[config.mk]
export PLATFORM = sky130hd
export DESIGN_NAME = path_trace_buf
export DESIGN_NICKNAME = d
export VERILOG_FILES = /design/src/rtl/ptb_pkg.sv /design/src/rtl/ptb_bus_ptr.sv /design/src/rtl/ptb_store.sv /design/src/rtl/ptb_tx_seq.sv /design/src/rtl/path_trace_buf.sv
export SDC_FILE = /design/constraint.sdc
export NUM_CORES = 1
export LEC_CHECK = 0
export ABC_CLOCK_PERIOD_IN_PS = 2600
export BUFFER_PORTS_ARGS = -buffer_cell sky130_fd_sc_hd__buf_4
export CELL_PAD_IN_SITES_DETAIL_PLACEMENT = 1
export CELL_PAD_IN_SITES_GLOBAL_PLACEMENT = 1
export CORE_ASPECT_RATIO = 1.25
export CORE_MARGIN = 4
export CORE_UTILIZATION = 49
export DETAILED_ROUTE_END_ITERATION = 10
export PLACE_DENSITY = 0.83
export SKIP_LAST_GASP = 1
export SLEW_MARGIN = 15
export SYNTH_ARGS = -nofsm -noshare
export SYNTH_HDL_FRONTEND = slang
export SYNTH_SLANG_ARGS = --single-unit
export TNS_END_PERCENT = 10
[constraint.sdc]
create_clock -name clk -period 2.6 [get_ports clk]
set_input_delay 0.65 -clock clk [delete_from_list [all_inputs] [get_ports clk]]
set_output_delay 0.65 -clock clk [all_outputs]
set_load 0.03 [all_outputs]
[src/rtl/ptb_pkg.sv]
package ptb_pkg;

  typedef enum logic {
    ACC_READ  = 1'b0,
    ACC_WRITE = 1'b1
  } acc_kind_e;

  // Next position of a circular pointer over 'depth' entries.
  function automatic int unsigned ring_next(input int unsigned pos, input int unsigned depth);
    return (pos + 1 >= depth) ? 0 : pos + 1;
  endfunction

  // Width of an index that selects one of 'n' items (at least 1 bit).
  function automatic int unsigned idx_width(input int unsigned n);
    return (n > 1) ? $clog2(n) : 1;
  endfunction

endpackage

[src/rtl/ptb_bus_ptr.sv]
module ptb_bus_ptr
  import ptb_pkg::*;
#(
  parameter int unsigned NUM_TRIB = 4,
  parameter int unsigned DEPTH    = 16,
  parameter int unsigned DATA_W   = 8,
  localparam int unsigned SEL_W   = idx_width(NUM_TRIB),
  localparam int unsigned PTR_W   = idx_width(DEPTH)
) (
  input  logic              clk,
  input  logic              rst_n,
  input  logic              ptr_clr,
  input  logic              bus_stb,
  input  logic              bus_wr,
  input  logic [SEL_W-1:0]  bus_sel,
  input  logic [DATA_W-1:0] bus_wdata,
  input  logic [NUM_TRIB-1:0] cfg_access,
  output logic [PTR_W-1:0]  ptr,
  output logic              acc_done,
  output logic              acc_ok,
  output logic              wr_fire,
  output logic [SEL_W-1:0]  wr_sel,
  output logic [DATA_W-1:0] wr_data
);

  logic              stb_q;
  acc_kind_e         kind_q;
  logic [SEL_W-1:0]  sel_q;
  logic [DATA_W-1:0] wdata_q;

  // Capture the access attributes while the strobe is high; act on its trailing edge.
  always_ff @(posedge clk or negedge rst_n) begin
    if (!rst_n) begin
      stb_q   <= 1'b0;
      kind_q  <= ACC_READ;
      sel_q   <= '0;
      wdata_q <= '0;
    end else begin
      stb_q <= bus_stb;
      if (bus_stb) begin
        kind_q  <= acc_kind_e'(bus_wr);
        sel_q   <= bus_sel;
        wdata_q <= bus_wdata;
      end
    end
  end

  assign acc_done = stb_q & ~bus_stb;
  assign acc_ok   = acc_done & cfg_access[sel_q];
  assign wr_fire  = acc_ok & (kind_q == ACC_WRITE);
  assign wr_sel   = sel_q;
  assign wr_data  = wdata_q;

  always_ff @(posedge clk or negedge rst_n) begin
    if (!rst_n) begin
      ptr <= '0;
    end else if (ptr_clr) begin
      ptr <= '0;
    end else if (acc_ok) begin
      ptr <= PTR_W'(ring_next(int'(ptr), DEPTH));
    end
  end

endmodule

[src/rtl/ptb_store.sv]
module ptb_store
  import ptb_pkg::*;
#(
  parameter int unsigned DEPTH  = 16,
  parameter int unsigned DATA_W = 8,
  localparam int unsigned PTR_W = idx_width(DEPTH)
) (
  input  logic              clk,
  input  logic              rst_n,
  input  logic              wr_en,
  input  logic [PTR_W-1:0]  wr_addr,
  input  logic [DATA_W-1:0] wr_data,
  input  logic [PTR_W-1:0]  bus_addr,
  output logic [DATA_W-1:0] bus_data,
  input  logic [PTR_W-1:0]  tx_addr,
  output logic [DATA_W-1:0] tx_data
);

  logic [DATA_W-1:0] mem [DEPTH];

  always_ff @(posedge clk or negedge rst_n) begin
    if (!rst_n) begin
      for (int i = 0; i < int'(DEPTH); i++) begin
        mem[i] <= '0;
      end
    end else if (wr_en) begin
      mem[wr_addr] <= wr_data;
    end
  end

  assign bus_data = mem[bus_addr];
  assign tx_data  = mem[tx_addr];

endmodule

[src/rtl/ptb_tx_seq.sv]
module ptb_tx_seq
  import ptb_pkg::*;
#(
  parameter int unsigned DEPTH  = 16,
  parameter int unsigned DATA_W = 8,
  localparam int unsigned PTR_W = idx_width(DEPTH)
) (
  input  logic              clk,
  input  logic              rst_n,
  input  logic              hold,
  input  logic              mf_stb,
  output logic [PTR_W-1:0]  rd_addr,
  input  logic [DATA_W-1:0] rd_data,
  output logic [DATA_W-1:0] tx_byte
);

  always_ff @(posedge clk or negedge rst_n) begin
    if (!rst_n) begin
      rd_addr <= '0;
      tx_byte <= '0;
    end else if (hold) begin
      rd_addr <= '0;
      tx_byte <= '0;
    end else if (mf_stb) begin
      tx_byte <= rd_data;
      rd_addr <= PTR_W'(ring_next(int'(rd_addr), DEPTH));
    end
  end

endmodule

[src/rtl/path_trace_buf.sv]
module path_trace_buf
  import ptb_pkg::*;
#(
  parameter int unsigned NUM_TRIB = 4,
  parameter int unsigned DEPTH    = 16,
  parameter int unsigned DATA_W   = 8,
  localparam int unsigned SEL_W   = idx_width(NUM_TRIB),
  localparam int unsigned PTR_W   = idx_width(DEPTH)
) (
  input  logic                       clk,
  input  logic                       rst_n,
  input  logic                       ptr_clr,
  input  logic                       bus_stb,
  input  logic                       bus_wr,
  input  logic [SEL_W-1:0]           bus_sel,
  input  logic [DATA_W-1:0]          bus_wdata,
  output logic [DATA_W-1:0]          bus_rdata,
  input  logic [NUM_TRIB-1:0]        cfg_access,
  input  logic [NUM_TRIB-1:0]        mf_stb,
  output logic [NUM_TRIB*DATA_W-1:0] tx_byte
);

  logic [PTR_W-1:0]  ptr;
  logic              acc_done;
  logic              acc_ok;
  logic              wr_fire;
  logic [SEL_W-1:0]  wr_sel;
  logic [DATA_W-1:0] wr_data;
  logic [DATA_W-1:0] bus_rd  [NUM_TRIB];
  logic [DATA_W-1:0] tx_rd   [NUM_TRIB];
  logic [PTR_W-1:0]  tx_addr [NUM_TRIB];

  ptb_bus_ptr #(
    .NUM_TRIB (NUM_TRIB),
    .DEPTH    (DEPTH),
    .DATA_W   (DATA_W)
  ) u_ptr (
    .clk        (clk),
    .rst_n      (rst_n),
    .ptr_clr    (ptr_clr),
    .bus_stb    (bus_stb),
    .bus_wr     (bus_wr),
    .bus_sel    (bus_sel),
    .bus_wdata  (bus_wdata),
    .cfg_access (cfg_access),
    .ptr        (ptr),
    .acc_done   (acc_done),
    .acc_ok     (acc_ok),
    .wr_fire    (wr_fire),
    .wr_sel     (wr_sel),
    .wr_data    (wr_data)
  );

  for (genvar t = 0; t < int'(NUM_TRIB); t++) begin : g_trib
    logic trib_wr;
    assign trib_wr = wr_fire && (wr_sel == SEL_W'(t));

    ptb_store #(
      .DEPTH  (DEPTH),
      .DATA_W (DATA_W)
    ) u_store (
      .clk      (clk),
      .rst_n    (rst_n),
      .wr_en    (trib_wr),
      .wr_addr  (ptr),
      .wr_data  (wr_data),
      .bus_addr (ptr),
      .bus_data (bus_rd[t]),
      .tx_addr  (tx_addr[t]),
      .tx_data  (tx_rd[t])
    );

    ptb_tx_seq #(
      .DEPTH  (DEPTH),
      .DATA_W (DATA_W)
    ) u_tx (
      .clk     (clk),
      .rst_n   (rst_n),
      .hold    (cfg_access[t]),
      .mf_stb  (mf_stb[t]),
      .rd_addr (tx_addr[t]),
      .rd_data (tx_rd[t]),
      .tx_byte (tx_byte[t*DATA_W +: DATA_W])
    );
  end

  assign bus_rdata = cfg_access[bus_sel] ? bus_rd[bus_sel] : '0;

endmodule

Word-level counts from Yosys, hierarchy flattened
Cells that the tools add are included.
{"block": "word_totals", "register_bits": 576, "in_bits": 23, "word_cells": 181}
{"block": "op_classes", "n_eq_ne": 3, "mux": 61, "n_lt_le_gt_ge": 14, "n_addsub": 5, "bitwise": 10, "reduce_logical": 11}
{"op": "128-bit bitwise mux", "count": 4}
{"op": "8-bit binary-select mux with 4-bit select", "count": 8}
{"op": "8-bit two-way mux", "count": 28}
{"op": "4-bit two-way mux", "count": 15}
{"op": "5-bit greater-or-equal comparator (second input constant)", "count": 10}
{"op": "8-bit demux with 4-bit select", "count": 1}
{"op": "4-bit by 1-bit adder with 5-bit output (second input constant)", "count": 5}
{"op": "4-bit NOT with 5-bit output", "count": 5}
{"op": "8-bit binary-select mux with 2-bit select", "count": 1}
{"op": "2-bit nonzero test", "count": 5}
{"op": "2-bit by 3-bit less-than comparator with 1-bit output (second input constant)", "count": 2}
{"op": "1-bit logical AND", "count": 5}
{"op": "5-bit by 1-bit less-than comparator with 1-bit output (second input constant)", "count": 1}
{"op": "1-bit binary-select mux with 2-bit select", "count": 2}
{"op": "2-bit == test (second input constant)", "count": 2}
{"op": "1-bit AND", "count": 3}
{"op": "3-bit greater-or-equal comparator (second input constant)", "count": 1}
{"op": "2-bit NOT with 3-bit output", "count": 1}
{"op": "2-bit by 1-bit == test with 1-bit output (second input constant)", "count": 1}
{"op": "2-bit logical NOT", "count": 1}
{"op": "1-bit two-way mux", "count": 2}
{"op": "1-bit NOT", "count": 1}

Longest topological paths before layout
{"block": "depth", "word_depth": 8, "ltp_mapped": 9}

Hierarchy
A second synthesis with hierarchy kept.
{"block": "unflattened", "cells_unflattened": 1989, "area_unflattened_um2": 30461.7}
{"mod": "ptb_store", "seq_area_each_um2": 3203.1, "n_inst": 4, "cells_per_inst": 435, "area_each_um2": 6851.6}
{"mod": "ptb_tx_seq", "seq_area_each_um2": 300.3, "n_inst": 4, "cells_per_inst": 44, "area_each_um2": 505.5}
{"mod": "ptb_bus_ptr", "seq_area_each_um2": 400.4, "n_inst": 1, "cells_per_inst": 49, "area_each_um2": 704.4}
{"mod": "path_trace_buf", "seq_area_each_um2": 0.0, "n_inst": 1, "cells_per_inst": 24, "area_each_um2": 329.1}

Least setup slack after synthesis
Ideal clock, no wire load.
{"block": "synth_path", "path_type": "in2out", "from": "in bus_sel[0]", "to": "out bus_rdata[2]", "arrival_ns": 2.343, "stages": 5, "slack_ns": -0.393, "required_time_ns": 1.950, "path_buffers": 3, "path_cell_list": "clkbuf_1 > clkbuf_1 > buf_1 > nor4_1 > o32ai_1"}
{"block": "synth_via", "elab_chain_len": 5, "elab_cells_between_ends": 7, "cone_classes": "mux (6); bitwise (1)"}
{"element": "start: declaration", "line": "path_trace_buf.sv:15", "text": "input logic [SEL_W-1:0] bus_sel,"}
{"element": "2-bit NOT with 3-bit output (not written as such)", "line": "path_trace_buf.sv:87", "text": "assign bus_rdata = cfg_access[bus_sel] ? bus_rd[bus_sel] : '0;"}
{"element": "8-bit binary-select mux with 2-bit select", "line": "path_trace_buf.sv:87"}
{"element": "8-bit two-way mux (not written as such) (2 in series)", "line": "path_trace_buf.sv:87"}
{"element": "8-bit two-way mux *", "line": "path_trace_buf.sv:87"}
{"element": "end: declaration", "line": "path_trace_buf.sv:17", "text": "output logic [DATA_W-1:0] bus_rdata,"}
Every way passes the cells marked *; elsewhere a longest branch is shown, timed or not. The select of a mux whose other input is x is not followed.

Final worst setup path
{"block": "layout_path", "from": "reg u_ptr.ptr[1]", "to": "out bus_rdata[6]"}
{"block": "layout_via", "elab_chain_len": 8, "elab_cells_between_ends": 17, "cone_classes": "mux (16); bitwise (1)"}
{"element": "start: declaration", "line": "ptb_bus_ptr.sv:18", "text": "output logic [PTR_W-1:0] ptr,"}
{"element": "start signal: assignment", "line": "ptb_bus_ptr.sv:60", "text": "ptr <= PTR_W'(ring_next(int'(ptr), DEPTH));"}
{"element": "4-bit NOT with 5-bit output (not written as such) *", "line": "ptb_store.sv:31", "text": "assign bus_data = mem[bus_addr];"}
{"element": "8-bit binary-select mux with 4-bit select", "line": "ptb_store.sv:31"}
{"element": "8-bit two-way mux (not written as such) (2 in series)", "line": "ptb_store.sv:31"}
{"element": "8-bit binary-select mux with 2-bit select *", "line": "path_trace_buf.sv:87"}
{"element": "8-bit two-way mux (not written as such) * (2 in series)", "line": "path_trace_buf.sv:87"}
{"element": "8-bit two-way mux *", "line": "path_trace_buf.sv:87"}
Marks and branches as above.

==> impl_metrics.ini <==
[outcome]
status = complete, but fails checks
failed_checks = negative setup slack

[route]
vias = 23590
drt_first_pass_iters = 6
wire_per_inst_um = 41.18
m1WireLength_mm = 43.20
drc_errors = 0
wl_met2_mm = 61.25
routed.top_layer = met5
routed_wl_mm = 130.5
drt_iter0_drc = 3184
vias_per_cell = 7.442
wl_met3_mm = 12.87
drtAntennaViolNets = 0

[clock_network]
cts-buffers-inserted = 58
clkTransAtPathRegs_ns = 0.08
ctsLongestPathBuffers = 3
htree_num_levels = 2
clock_latency_ns = 0.68
cts_tree = yes
cts.sinks = 576
root_buffer = clkbuf_16

[logic_synthesis]
syn_area_um2 = 30950
yosysTopAreaCell = dfrtp_1
synth_top_flop_cell = dfrtp_1
postSynthCellCount = 2036
synth_area_leaders = dfrtp_1, mux2_2, mux4_1
synth_warnings = 0
synth_edf_count = 0
synth.most_common_cell = dfrtp_1
synthArstFlopShare = 1.000
ys_ff_latch = 576
yosysUniqueCellTypes = 60
synth_nets = 2067
synth.top_cell.area_share = 0.4657
synth_common_cells = dfrtp_1, mux2_2, mux4_1
synth.avg_cell_area_um2 = 15.20
synth_seq_area_share = 0.4657

[setup_path]
required_ns = 1.95
worstPathCellList = buf_4, buf_12, buf_4, mux2i_1, o21ai_1, a22o_1, a211oi_2, buf_4, o31ai_4, buf_6
r2r_setup_slack_ns = -0.27
arrival_ns = 3.27
worstReg2RegStart = u_ptr.ptr[0]$_DFFE_PN0P_
r2r_end = g_trib[3].u_store.mem[127]$_DFFE_PN0P_
start_kind = register
crit_path_max_incr_delay_ns = 0.49
crit_fanout = 19
end_kind = output pin
reg2reg_depth = 11
cp_slowest_cell = dfrtp_4
cpMostUsedCell = buf_4
path_class = reg -> out

[sta]
fin_ws_ns = -1.325
fin_crit_sh = 1.509
relSlewSlack = 0.3051
timing_worst_slew_pin_value_ns = 1.042
hold_viol_final = 0
finalSetupViolCount = 314
timing.hold.ws_ns = 0.2164
period_needed_ns = 3.925
rsz0062_at_grt = true
drv_slew = 0
skew_ns = 0.06431
fmax_mhz = 254.8

[placed_design]
dp.cells = 3030
place_ws_ns = -0.7964
routabilityCongestion = 0.9305
place_hpwl_mm = 72.16
portBuffers = 62

[pwr]
power_density_nw_per_um2 = 576.2
vdd_drop_max_mv = 0.4466
p_comb_frac = 0.142
pwr-share-clk = 0.411
p_sw_mw = 6.194
p_leak_nw = 17.08
p_seq_frac = 0.446
switching_share = 0.2862
p_int_mw = 15.45
p_total_mw = 21.64

[die]
num_rows = 102
ios = 63
core_um2 = 62280
start_util = 0.4970
die_w_um = 232.8
die_y_um = 289.0
die_area_um2 = 67280

[final_layout]
final_util = 0.6031
fin_cells = 3169
nNetsFinal = 2319
nFillCells = 5655
syn_to_final_growth_pct = 21.35
drive_above_1_share = 0.5428

[hold_path]
worstHoldEndpoint = u_ptr.wr_data[7]$_DFFE_PN0P_
min_path_cells = 2
hold_start = bus_wdata[7]
min_path_type = in -> reg

[global_routing]
grt_pass1_wl_mm = 178.8
antenna_found_initial = 6
grt_use_total = 0.3605
grt_max_degree = 94
grt_pass1_vias = 25020
grt-ovfl-total = 0

[job]
cap_violations = 0
[layout by cell type, fill, tap and decap left out, types with 11 or more instances in the layout]
cell	n
a21oi_1	19
a22o_1	44
a22oi_2	11
buf_12	86
buf_4	252
buf_6	20
clkbuf_1	19
clkbuf_16	59
dfrtp_1	561
mux2_1	18
mux2_2	523
mux2i_1	65
mux4_1	126
mux4_2	114
nand2_1	55
nand3_1	17
nand3_4	11
nor2_1	33
nor2_2	48
o21ai_0	15
[cell families after synthesis]
logic type,count (synthesis),share of synthesized area
flops,576,0.4657
simple gates,221,0.04030
fa+ha+maj,8,0.003234
mux,853,0.4110
xor+xnor,5,0.001415
buf+inv,182,0.03343
compound gates,191,0.04499
[per-stage QoR]
stage / area (um2) / TNS, ns
floorplan: 30980 / -0.07218
global placement: 34600 / -3.670
detailed placement: 34600 / -4.298
CTS: 37220 / -22.76
global route: 37560 / -34.66
finish: 37560 / -37.53
[worst max-delay path by stage]
stage	from	to	slack, ns	depth (start not counted)
after CTS	u_ptr.ptr[0]$_DFFE_PN0P_	bus_rdata[2]	-1.06	9
final	u_ptr.ptr[1]$_DFFE_PN0P_	bus_rdata[6]	-1.32	10
after global placement	bus_sel[0]	bus_rdata[7]	-0.71	8
after detailed placement	u_ptr.ptr[1]$_DFFE_PN0P_	bus_rdata[7]	-0.80	8
after global routing	u_ptr.ptr[0]$_DFFE_PN0P_	bus_rdata[4]	-1.33	9
after floorplan	u_ptr.ptr[0]$_DFFE_PN0P_	bus_rdata[6]	-0.04	8
[layout make-up]
cell class | count | area [um2] | share of cell area
flip-flops and latches | 576 | 14450 | 0.3846
diodes | 3 | 7.507 | 0.0001999
clock inverters | 21 | 260.3 | 0.006928
well taps | 832 | 1041 | 0.02771
repair buffers | 367 | 4006 | 0.1067
clock buffers | 85 | 1644 | 0.04377
multi-input cells | 1278 | 16130 | 0.4293
inverters | 7 | 33.78 | 0.0008993
[state kept, by name, summed over array words and instances (netlist names)]
signal,cells
g_trib.u_tx.rd_addr,16
g_trib.u_tx.tx_byte,32
u_ptr.kind_q,1
u_ptr.wr_data,8
g_trib.u_store.mem,512
u_ptr.ptr,4
u_ptr.wr_sel,2
u_ptr.stb_q,1
[critical path: cells and delay by family, from the launching register on]
kind                   cells  cell delay [ns]
buffers and inverters      5             0.86
AOI/OAI and AO/OA          4             0.81
DFF                        1             0.49
muxes                      1             0.43
[layer usage]
metal,global-route usage,vias to the layer above
met2,0.5949,2041
li1,-,8486
met1,0.4200,12230
met4,0.2499,10
met3,0.07976,820
met5,0,-
[power groups by stage]
stage | Combinational, mW | Clock [mW] | Sequential [mW]
2_1_floorplan | 1.52 | 0 | 9.58
3_3_place_gp | 2.50 | 0 | 9.70
3_5_place_dp | 2.61 | 0 | 9.75
4_1_cts | 2.86 | 8.77 | 9.61
5_1_grt | 3.14 | 9.30 | 9.67
6_report | 3.08 | 8.90 | 9.66
[repair_timing]
action | in CTS | in global routing
gates cloned | 4 | 0
setup endpoints to repair | 109 | 344
resized for setup | 104 | 69
pin swaps | 27 | 21
setup buffers | 15 | 12
hold buffers | 1 | 0
hold endpoints to repair | 29 | 0
No activity file was read; power rests on OpenSTA's default activity.
